## config.mk

```make
export PLATFORM = sky130hd
export DESIGN_NAME = evt_timestamp
export DESIGN_NICKNAME = d
export VERILOG_FILES = /design/src/rtl/ets_pkg.sv /design/src/rtl/ets_sync.sv /design/src/rtl/ets_timebase.sv /design/src/rtl/ets_poll.sv /design/src/rtl/evt_timestamp.sv
export SDC_FILE = /design/constraint.sdc
export NUM_CORES = 1
export LEC_CHECK = 0
export BUFFER_PORTS_ARGS = -buffer_cell sky130_fd_sc_hd__buf_2
export CAP_MARGIN = 30
export CORE_MARGIN = 4
export CORE_UTILIZATION = 42
export CTS_CLUSTER_DIAMETER = 60
export CTS_CLUSTER_SIZE = 20
export DETAILED_ROUTE_END_ITERATION = 10
export GPL_TIMING_DRIVEN = 0
export SLEW_MARGIN = 20
export SYNTH_ARGS = -nofsm -noshare
export SYNTH_HDL_FRONTEND = slang
export SYNTH_SLANG_ARGS = --single-unit
```

## constraint.sdc

```tcl
create_clock -name clk -period 5.7 [get_ports clk]
set_input_delay 0.285 -clock clk [delete_from_list [all_inputs] [get_ports clk]]
set_output_delay 0.285 -clock clk [all_outputs]
set_load 0.01 [all_outputs]
```

## src/rtl/ets_pkg.sv

```systemverilog
package ets_pkg;
    typedef enum logic [0:0] {
        POLL_IDLE   = 1'b0,
        POLL_REPORT = 1'b1
    } poll_state_e;
endpackage

```

## src/rtl/ets_sync.sv

```systemverilog
module ets_sync #(
    parameter int STAGES = 2
) (
    input  logic clk,
    input  logic rst_n,
    input  logic din,
    output logic level,
    output logic rise
);
    logic [STAGES-1:0] chain;
    logic              prev;

    always_ff @(posedge clk or negedge rst_n) begin
        if (!rst_n) begin
            chain <= '0;
            prev  <= 1'b0;
        end else begin
            chain <= {chain[STAGES-2:0], din};
            prev  <= chain[STAGES-1];
        end
    end

    assign level = chain[STAGES-1];
    assign rise  = level & ~prev;
endmodule

```

## src/rtl/ets_timebase.sv

```systemverilog
module ets_timebase #(
    parameter int CNT_W    = 16,
    parameter int PRESCALE = 4
) (
    input  logic             clk,
    input  logic             rst_n,
    input  logic             restart,
    output logic             tick,
    output logic [CNT_W-1:0] ref_cnt,
    output logic [CNT_W-1:0] el_cnt
);
    localparam int PW = (PRESCALE > 1) ? $clog2(PRESCALE) : 1;

    generate
        if (PRESCALE > 1) begin : g_div
            logic [PW-1:0] pre;
            always_ff @(posedge clk or negedge rst_n) begin
                if (!rst_n)
                    pre <= '0;
                else if (pre == PW'(PRESCALE - 1))
                    pre <= '0;
                else
                    pre <= pre + 1'b1;
            end
            assign tick = (pre == PW'(PRESCALE - 1));
        end else begin : g_nodiv
            assign tick = 1'b1;
        end
    endgenerate

    always_ff @(posedge clk or negedge rst_n) begin
        if (!rst_n) begin
            ref_cnt <= '0;
            el_cnt  <= '0;
        end else begin
            if (tick)
                ref_cnt <= ref_cnt + 1'b1;
            if (restart)
                el_cnt <= '0;
            else if (tick)
                el_cnt <= el_cnt + 1'b1;
        end
    end
endmodule

```

## src/rtl/ets_poll.sv

```systemverilog
module ets_poll
    import ets_pkg::*;
#(
    parameter int CNT_W = 16
) (
    input  logic             clk,
    input  logic             rst_n,
    input  logic             poll,
    input  logic             level,
    input  logic [CNT_W-1:0] ref_cnt,
    input  logic [CNT_W-1:0] el_cnt,
    output logic             snap_level,
    output logic [CNT_W-1:0] snap_ref,
    output logic [CNT_W-1:0] snap_elapsed,
    output logic [CNT_W-1:0] stamp,
    output logic             stamp_valid,
    output logic             poll_done
);
    poll_state_e state_q, state_d;
    logic        last_level;

    always_comb begin
        state_d = state_q;
        unique case (state_q)
            POLL_IDLE:   if (poll) state_d = POLL_REPORT;
            POLL_REPORT: state_d = POLL_IDLE;
            default:     state_d = POLL_IDLE;
        endcase
    end

    always_ff @(posedge clk or negedge rst_n) begin
        if (!rst_n)
            state_q <= POLL_IDLE;
        else
            state_q <= state_d;
    end

    always_ff @(posedge clk or negedge rst_n) begin
        if (!rst_n) begin
            snap_level   <= 1'b0;
            snap_ref     <= '0;
            snap_elapsed <= '0;
            stamp        <= '0;
            stamp_valid  <= 1'b0;
            poll_done    <= 1'b0;
            last_level   <= 1'b0;
        end else begin
            poll_done <= 1'b0;
            unique case (state_q)
                POLL_IDLE: begin
                    if (poll) begin
                        snap_level   <= level;
                        snap_ref     <= ref_cnt;
                        snap_elapsed <= el_cnt;
                    end
                end
                POLL_REPORT: begin
                    stamp       <= snap_ref - snap_elapsed;
                    stamp_valid <= snap_level & ~last_level;
                    last_level  <= snap_level;
                    poll_done   <= 1'b1;
                end
                default: ;
            endcase
        end
    end
endmodule

```

## src/rtl/evt_timestamp.sv

```systemverilog
module evt_timestamp #(
    parameter int CNT_W       = 16,
    parameter int PRESCALE    = 4,
    parameter int SYNC_STAGES = 2
) (
    input  logic             clk,
    input  logic             rst_n,
    input  logic             evt_in,
    input  logic             echo_invert,
    input  logic             poll,
    output logic             snap_level,
    output logic [CNT_W-1:0] snap_ref,
    output logic [CNT_W-1:0] snap_elapsed,
    output logic [CNT_W-1:0] stamp,
    output logic             stamp_valid,
    output logic             poll_done,
    output logic             echo_out
);
    logic             level;
    logic             rise;
    logic             tick;
    logic [CNT_W-1:0] ref_cnt;
    logic [CNT_W-1:0] el_cnt;

    ets_sync #(.STAGES(SYNC_STAGES)) u_sync (
        .clk   (clk),
        .rst_n (rst_n),
        .din   (evt_in),
        .level (level),
        .rise  (rise)
    );

    ets_timebase #(.CNT_W(CNT_W), .PRESCALE(PRESCALE)) u_tb (
        .clk     (clk),
        .rst_n   (rst_n),
        .restart (rise),
        .tick    (tick),
        .ref_cnt (ref_cnt),
        .el_cnt  (el_cnt)
    );

    ets_poll #(.CNT_W(CNT_W)) u_poll (
        .clk          (clk),
        .rst_n        (rst_n),
        .poll         (poll),
        .level        (level),
        .ref_cnt      (ref_cnt),
        .el_cnt       (el_cnt),
        .snap_level   (snap_level),
        .snap_ref     (snap_ref),
        .snap_elapsed (snap_elapsed),
        .stamp        (stamp),
        .stamp_valid  (stamp_valid),
        .poll_done    (poll_done)
    );

    always_ff @(posedge clk or negedge rst_n) begin
        if (!rst_n)
            echo_out <= 1'b0;
        else
            echo_out <= level ^ echo_invert;
    end
endmodule

```

* Word-level counts from Yosys, hierarchy flattened
Cells that the tools add are included.
** Storage, ports and cells
- Flip-flop bits (word level) :: 91
- Bits in latches :: 0
- RAM bits :: 0
- Memory bits (read-only) :: 0
- Bits of input ports :: 5
- Output and inout bits :: 52
- Memories :: 0
** Cells by class
- $add $sub $neg :: 4
- Multiply operators :: 0
- Div/mod/pow operators :: 0
- Order comparisons :: 0
- Eq/ne operators :: 1
- Shift-type cells :: 0
- Multiplexer cells :: 6
- Bitwise logic cells :: 6
- Reduce and logical (&&, ||, !) cells :: 2
** Operators with widths (count)
- 16-bit by 1-bit adder with 16-bit output (second input constant) :: 2
- 16-bit two-way mux :: 2
- 16-bit subtractor :: 1
- 1-bit NOT :: 3
- 2-bit by 1-bit adder with 2-bit output (second input constant) :: 1
- 1-bit bitwise AND :: 2
- 2-bit == test (second input constant) :: 1
- 1-bit two-way mux :: 2
- 2-bit two-way mux :: 1
- 1-bit one-hot mux with 2 select lines :: 1
- 2-bit AND reduction :: 1
- 2-bit nonzero test :: 1
- 1-bit bitwise XOR :: 1

* Depth between registers and ports, before layout
Gate-level depths: netlist of the first run.
- Depth in word-level cells :: 3
- Gate-level depth with buffers :: 9
- Depth with buffers taken out :: 9

* Hierarchy
From an unflattened synthesis of the first run, not the netlist that was laid out.
** Second synthesis, totals
- Cells, all modules :: 407
- Area total of the unflattened synthesis :: 4409.2 µm²
** By module, submodules not included
- ets_poll :: times used 1, cells each 254, area each 2703.8 µm², sequential area each 1326.3 µm²
- ets_timebase :: times used 1, cells each 147, area each 1582.8 µm², sequential area each 850.8 µm²
- ets_sync :: times used 1, cells each 4, area each 88.8 µm², sequential area each 75.1 µm²
- evt_timestamp :: times used 1, cells each 2, area each 33.8 µm², sequential area each 25.0 µm²

* Least setup slack after synthesis of the first run
No wires, ideal clock.
- Path type :: reg-to-reg
- Start point :: reg u_poll.snap_ref[0]
- End point :: reg u_poll.stamp[14]
- Setup time :: 125 ps
- Arrival :: 2149 ps
- Required time :: 5575 ps
- Setup slack :: 3426 ps
- Cell stages (with the launch flop) :: 10
- Cells stage by stage :: dfrtp_1 > inv_1 > ha_1 > fa_1 > and2b_4 > o2111ai_2 > a211oi_1 > a2111oi_2 > xnor2_1 > mux2_4
** Between the ends
- Longest elaborated chain between the ends :: 1
** RTL lines
- start: declaration :: line ets_poll.sv:13 : output logic [CNT_W-1:0] snap_ref,
- start signal: assignment :: line ets_poll.sv:53 : snap_ref <= ref_cnt;
- 16-bit subtractor :: line ets_poll.sv:58 : stamp <= snap_ref - snap_elapsed;
- end signal: assignment :: line ets_poll.sv:58
- end: declaration :: line ets_poll.sv:15 : output logic [CNT_W-1:0] stamp,
Every way passes these cells.
A chain may end at the register's enable or synchronous reset.

* Final worst setup path of the first run
- Start point :: reg u_poll.snap_elapsed[0]
- End point :: reg u_poll.stamp[14]
** Between the ends
- Longest elaborated chain between the ends :: 1
** RTL lines
- start: declaration :: line ets_poll.sv:14 : output logic [CNT_W-1:0] snap_elapsed,
- start signal: assignment :: line ets_poll.sv:54 : snap_elapsed <= el_cnt;
- 16-bit subtractor :: line ets_poll.sv:58
Every way passes these cells.

==> impl_metrics.env, run 1 <==
export IMPL_status="completed"
export IMPL_ys_seq_area_frac=0.525
export IMPL_dr_wl_met3_um=285
export IMPL_finalHoldViolations=0
export IMPL_min_delay_path_class="in -> reg"
export IMPL_synth_area_sq_um=4340
export IMPL_vias=2869
export IMPL_pre_cts_ws_ps=3260
export IMPL_grt_pass1_wl_um=14800
export IMPL_finalWirelength_um=8780
export IMPL_reg2regPathDepth=8
export IMPL_yosys_warnings=0
export IMPL_rows=36
export IMPL_timing_rr_start="u_poll.snap_elapsed[0]$_DFFE_PN0P_"
export IMPL_fin_ws_ps=3250
export IMPL_synth_cells=369
export IMPL_clockBufferDepth=2
export IMPL_worstPathArrival_ps=2700
export IMPL_diodes=0
export IMPL_slew_headroom=0.538
export IMPL_place_congestion=0.834
export IMPL_synth_most_common_cell="dfrtp_1"
export IMPL_drv_cap=0
export IMPL_fmax_mhz=409
export IMPL_rsz0062_at_grt="false"
export IMPL_track_usage=0.162
export IMPL_async_flop_share=1.00
export IMPL_final_setup_tns_ps=0
export IMPL_cp_data_required_time_ps=5950
export IMPL_ys_flop_type="dfrtp_1"
export IMPL_dr_pass1_iters=4
export IMPL_cts_hold_fix_buffers=1
export IMPL_synth_nets=393
export IMPL_ys_seq_elements=91
export IMPL_syn_to_final_growth_pct=16.0
export IMPL_period_needed_ps=2450
export IMPL_drive_above_1_share=0.284
export IMPL_p_per_area_nw_per_um2=247
export IMPL_die_w_um=110
export IMPL_wl_per_cell_um=15.2
export IMPL_die_area_sq_um=12000
export IMPL_fp_dieH_um=110
export IMPL_wl_met2_um=4130
export IMPL_synth_top_area_share=0.525
export IMPL_cts_root_buf="clkbuf_8"
export IMPL_ir_drop_v=0.000102
export IMPL_cts_htree_levels=3
export IMPL_leakagePower_nw=2.55
export IMPL_yosys_top_cells_count="dfrtp_1 (91), mux2_2 (45), nor2_1 (26)"
export IMPL_setup_viol=0
export IMPL_worstMarginPinSlew_ps=693
export IMPL_drt_iter0_markers=135
export IMPL_synth_distinct_cells=44
export IMPL_endpoint="u_poll.stamp[14]$_DFFE_PN0P_"
export IMPL_clk_pin_slew_ps=90
export IMPL_numPortBuffers=56
export IMPL_io_pins=57
export IMPL_insertion_delay_ps=360
export IMPL_reg2reg_slack_ps=3250
export IMPL_cts_tree="done"
export IMPL_grt_pass1_vias=2957
export IMPL_start_util=0.438
export IMPL_synth_area_leaders="dfrtp_1 (52%), mux2_2 (12%), ha_1 (5.2%), xnor2_1 (4.4%), xor2_1 (4.4%)"
export IMPL_clock_sinks=91
export IMPL_crit_path_start_kind="flop"
export IMPL_path_class="reg -> reg"
export IMPL_antenna_found_initial=0
export IMPL_vias_per_cell=4.98
export IMPL_grt_overflow=0
export IMPL_post_cts_repair_setup_buffers=0
export IMPL_end_kind="flop"
export IMPL_r2r_end="u_poll.stamp[14]$_DFFE_PN0P_"
export IMPL_dpl_hpwl_um=6710
export IMPL_slew_viol_final=0
export IMPL_nNetsFinal=462
export IMPL_hold_ws_ps=25.4
export IMPL_synth_edf_count=0
export IMPL_fin_crit_sh=0.429
export IMPL_synth_top_area_cell="dfrtp_1"
export IMPL_dr_max_layer_used="met4"
export IMPL_met1_length_um=4150
export IMPL_ant_nets=0
export IMPL_skew_ps=10.4
export IMPL_drc=0
export IMPL_cts_inserted_buffers=9
export IMPL_fp_coreArea_sq_um=9910
export IMPL_worstPathMaxFanout=3
export IMPL_synth_avg_cell_area_sq_um=11.8
export IMPL_grt_max_degree=50
export IMPL_crit_path_start="u_poll.snap_elapsed[0]$_DFFE_PN0P_"
export IMPL_cts_resized_gates=0
## worst min-delay path by stage
stage,cells after the start,start,endpoint
6_report,1,evt_in,u_sync.chain[0]$_DFF_PN0_
5_1_grt,1,evt_in,u_sync.chain[0]$_DFF_PN0_
4_1_cts,1,evt_in,u_sync.chain[0]$_DFF_PN0_
3_5_place_dp,1,rst_n,u_sync.chain[0]$_DFF_PN0_
3_3_place_gp,0,u_sync.chain[0]$_DFF_PN0_,u_sync.chain[1]$_DFF_PN0_
2_1_floorplan,0,rst_n,echo_out$_DFF_PN0_
## flip-flops by register name, summed over array words and instances (netlist names), 2 cells and up
signal,cells
u_tb.ref_cnt,16
u_poll.stamp,16
u_sync.chain,2
u_tb.g_div.pre,2
u_poll.snap_ref,16
u_poll.snap_elapsed,16
u_tb.el_cnt,16
## critical path, stage by stage (launching register included)
cell and delay, ps:
dfrtp_1 410, ha_1 230, fa_1 420, and2b_4 280, o2111ai_2 160, a211oi_1 350
a2111oi_2 100, xnor2_1 140, mux2_4 260
## final cells by class
| class | count | area [sq um] |
|---|---|---|
| multi-input combinational | 244 | 1930 |
| sequential | 91 | 2280 |
| fill | 942 | 4880 |
| clock inverter | 5 | 62.6 |
| clock buffer | 11 | 141 |
| inverter | 23 | 86.3 |
| buffer | 11 | 50.0 |
| tap | 133 | 166 |
| timing repair buffer | 58 | 324 |
## per-stage QoR
| stage | instances | cell area [sq um] | power (W) | utilization |
|---|---|---|---|---|
| finish | 576 | 5030 | 0.00124 | 0.508 |
| global placement | 558 | 4790 | 0.000806 | 0.483 |
| global route | 576 | 5030 | 0.00131 | 0.508 |
| detailed placement | 559 | 4820 | 0.000813 | 0.486 |
| CTS | 576 | 5030 | 0.00126 | 0.508 |
| floorplan | 369 | 4340 | 0.000760 | - |
## cells in the final DEF (no fill, tap or decap), types with 3 or more instances in the layout
cell type	netlist	layout
xnor2_1	22	22
mux2_2	45	45
clkbuf_8	0	10
dfrtp_1	91	91
ha_1	18	18
nand4_1	10	10
nand3_1	12	12
nor2_1	26	26
nor2b_1	5	5
a21oi_1	11	11
clkbuf_1	7	8
nand2_1	22	22
xor2_1	22	22
inv_1	23	23
buf_2	1	56
and3_1	5	5
and4_1	3	3
o21ai_0	7	7
mux2i_1	4	4
nand2b_1	4	4
## where the power goes
group / internal (W) / total (W) / switching [W] / leakage [nW]
sequential: 0.000668 / 0.000686 / 0.0000176 / 1.21
clock: 0.000216 / 0.000446 / 0.000229 / 0.0957
combinational: 0.0000499 / 0.000111 / 0.0000609 / 1.25
## kinds of logic (layout without fill, tap and decap cells)
group	after synthesis	count (layout)	synth area share
AO/OA/AOI/OAI	36	36	0.0588
XOR/XNOR	44	44	0.0888
AND/OR/NAND/NOR	95	95	0.110
flip-flops	91	91	0.525
buffers and inverters	34	108	0.0314
multiplexers	50	50	0.129
adder cells (fa/ha/maj)	19	19	0.0565
## metal layers
metal | GRT usage | up-vias
li1 | - | 1408
met1 | 0.222 | 1405
met2 | 0.254 | 42
met3 | 0.0258 | 14
met4 | 0.0739 | 0
met5 | 0 | -
Power figures use the tool's default switching activity.
==> run 2, diff against run 1 <==
Clock period 5.7 ns to 2.17 ns, I/O delays scaled along.
==> run 2 against run 1 <==
  * The flow now finishes with violations (negative setup slack)
  * Sequential power increased to 2.6 times the previous value
  * Maximum frequency increased by 10%
  * Cell count up 0.87%
  * Via count rose by 0.49%
  * First-iteration DRC count fell by 41%
  * Die area is the same
  * Critical path depth unchanged
  * Largest power group unchanged
  * Highest routed layer unchanged
==> impl_metrics.env, run 2 (synthesis results as in run 1) <==
export IMPL_status="finished with violations"
export IMPL_violations="negative setup slack"
export IMPL_nNetsFinal=467
export IMPL_ir_drop_v=0.000416
export IMPL_stdcell_area_sq_um=5170
export IMPL_fmax_mhz=451
export IMPL_finalHoldViolations=0
export IMPL_wl_met2_um=4100
export IMPL_drt_iter0_markers=80
export IMPL_place_congestion=0.809
export IMPL_combPwrFrac=0.095
export IMPL_vias=2883
export IMPL_fin_ws_ps=-48.5
export IMPL_syn_to_final_growth_pct=19.1
export IMPL_fin_crit_sh=1.02
export IMPL_period_needed_ps=2220
export IMPL_dr_max_layer_used="met4"
export IMPL_slew_headroom=0.624
export IMPL_p_per_area_nw_per_um2=648
export IMPL_diodes=0
export IMPL_cts_root_buf="clkbuf_8"
export IMPL_ant_nets=0
export IMPL_r2r_end="u_poll.stamp[14]$_DFFE_PN0P_"
export IMPL_dp_cells=559
export IMPL_clockBufferDepth=2
export IMPL_place_area_sq_um=4830
export IMPL_setup_viol=2
export IMPL_slew_viol_final=0
export IMPL_drive_above_1_share=0.326
export IMPL_cts_inserted_buffers=9
export IMPL_end_kind="flop"
export IMPL_dr_wl_met3_um=234
export IMPL_rows=36
export IMPL_cp_data_required_time_ps=2410
export IMPL_grt_pass1_wl_um=14700
export IMPL_clock_sinks=91
export IMPL_die_w_um=110
export IMPL_cts_htree_levels=3
export IMPL_dpl_hpwl_um=6650
export IMPL_instances_no_fill=581
export IMPL_min_delay_path_class="in -> async"
export IMPL_pre_cts_ws_ps=-157
export IMPL_fp_coreArea_sq_um=9910
export IMPL_worstPathMaxFanout=3
export IMPL_crit_path_start_kind="flop"
export IMPL_wl_per_cell_um=15.3
export IMPL_start_util=0.438
export IMPL_grt_overflow=0
export IMPL_fp_dieH_um=110
export IMPL_worstMarginPinSlew_ps=564
export IMPL_final_cell_mix="dfrtp_1 (91), buf_2 (56), mux2_2 (45), nor2_1 (24), inv_1 (23)"
export IMPL_path_class="reg -> reg"
export IMPL_die_area_sq_um=12000
export IMPL_grt_pass1_vias=2982
export IMPL_p_switching_w=0.000807
export IMPL_cts_tree="done"
export IMPL_reg2regPathDepth=8
export IMPL_leakagePower_nw=2.60
export IMPL_met1_length_um=4350
export IMPL_p_int_w=0.00254
export IMPL_crit_path_start="u_poll.snap_elapsed[0]$_DFFE_PN0P_"
export IMPL_clkPwrFrac=0.369
export IMPL_antenna_found_initial=0
export IMPL_skew_ps=6.26
export IMPL_io_pins=57
export IMPL_fin_total_pwr_w=0.00335
export IMPL_worstPathArrival_ps=2460
export IMPL_clk_pin_slew_ps=80
export IMPL_vias_per_cell=4.96
export IMPL_drv_cap=0
export IMPL_final_common_cell="dfrtp_1"
export IMPL_grt_max_degree=48
export IMPL_numPortBuffers=56
export IMPL_pwr_share_seq=0.537
export IMPL_timing_rr_start="u_poll.snap_elapsed[0]$_DFFE_PN0P_"
export IMPL_post_route_util=0.522
export IMPL_rsz0062_at_grt="true"
export IMPL_track_usage=0.158
export IMPL_dr_pass1_iters=4
export IMPL_p_sw_frac=0.241
export IMPL_insertion_delay_ps=350
export IMPL_finalWirelength_um=8870
export IMPL_reg2reg_slack_ps=-50
export IMPL_drc=0
## run 2: cell count changes in the layout (fill, tap and decap cells not counted), moves of 3 or more
cell	change
ha_2	+5
clkinv_2	+4
a21oi_1	-4
ha_1	-6
buf_4	+3
o21ai_0	-4
o21ai_1	+3
## run 2: layout make-up
cell class                 count  area (sq um)
buffer                        11          51.3
clock buffer                  10           128
clock inverter                 6          80.1
fill                         920          4740
inverter                      23          86.3
multi-input combinational    244          2010
sequential                    91          2280
tap                          133           166
timing repair buffer          63           367
## run 2: worst max-delay path by stage
stage / to / slack, ps / depth (start not counted)
finish: u_poll.stamp[14]$_DFFE_PN0P_ / -50 / 8
global route: u_poll.stamp[14]$_DFFE_PN0P_ / -140 / 9
CTS: u_poll.stamp[14]$_DFFE_PN0P_ / -70 / 8
detailed placement: u_poll.stamp[14]$_DFFE_PN0P_ / -160 / 8
global placement: u_poll.stamp[14]$_DFFE_PN0P_ / -140 / 8
floorplan: u_poll.stamp[14]$_DFFE_PN0P_ / 4 / 9
## run 2: routing by layer
metal	vias to the layer above	track usage
met2	42	0.251
met1	1407	0.218
li1	1419	-
met3	15	0.0223
met5	-	0
met4	0	0.0650
## run 2: what timing repair did
item                                    CTS  global route
endpoints found under the hold margin    46             0
hold buffers                              3             0
gates resized for setup                   4            18
pin swaps                                 6             3
buffers inserted                          3             0
endpoints found under the setup margin    4            15
## run 2: metrics by stage
stage               TNS, ps  hold WS (ps)
CTS                    -126           246
global placement       -277           217
global route           -360           279
detailed placement     -372          69.2
floorplan                 0          -187
finish                -55.6           241
## run 2: worst max-delay path: stages (launching register included)
cell,delay (ps)
dfrtp_1,410
ha_2,200
fa_2,330
and2b_4,270
o2111ai_4,140
a211oi_2,300
a2111oi_2,70
xnor2_1,140
mux2_4,260
## run 2: power by group through the flow
stage | Sequential [W] | Combinational (W) | Clock (W)
6_report | 0.00180 | 0.000317 | 0.00124
5_1_grt | 0.00181 | 0.000358 | 0.00134
4_1_cts | 0.00180 | 0.000323 | 0.00128
3_5_place_dp | 0.00183 | 0.000302 | 0
3_3_place_gp | 0.00183 | 0.000286 | 0
2_1_floorplan | 0.00185 | 0.000146 | 0
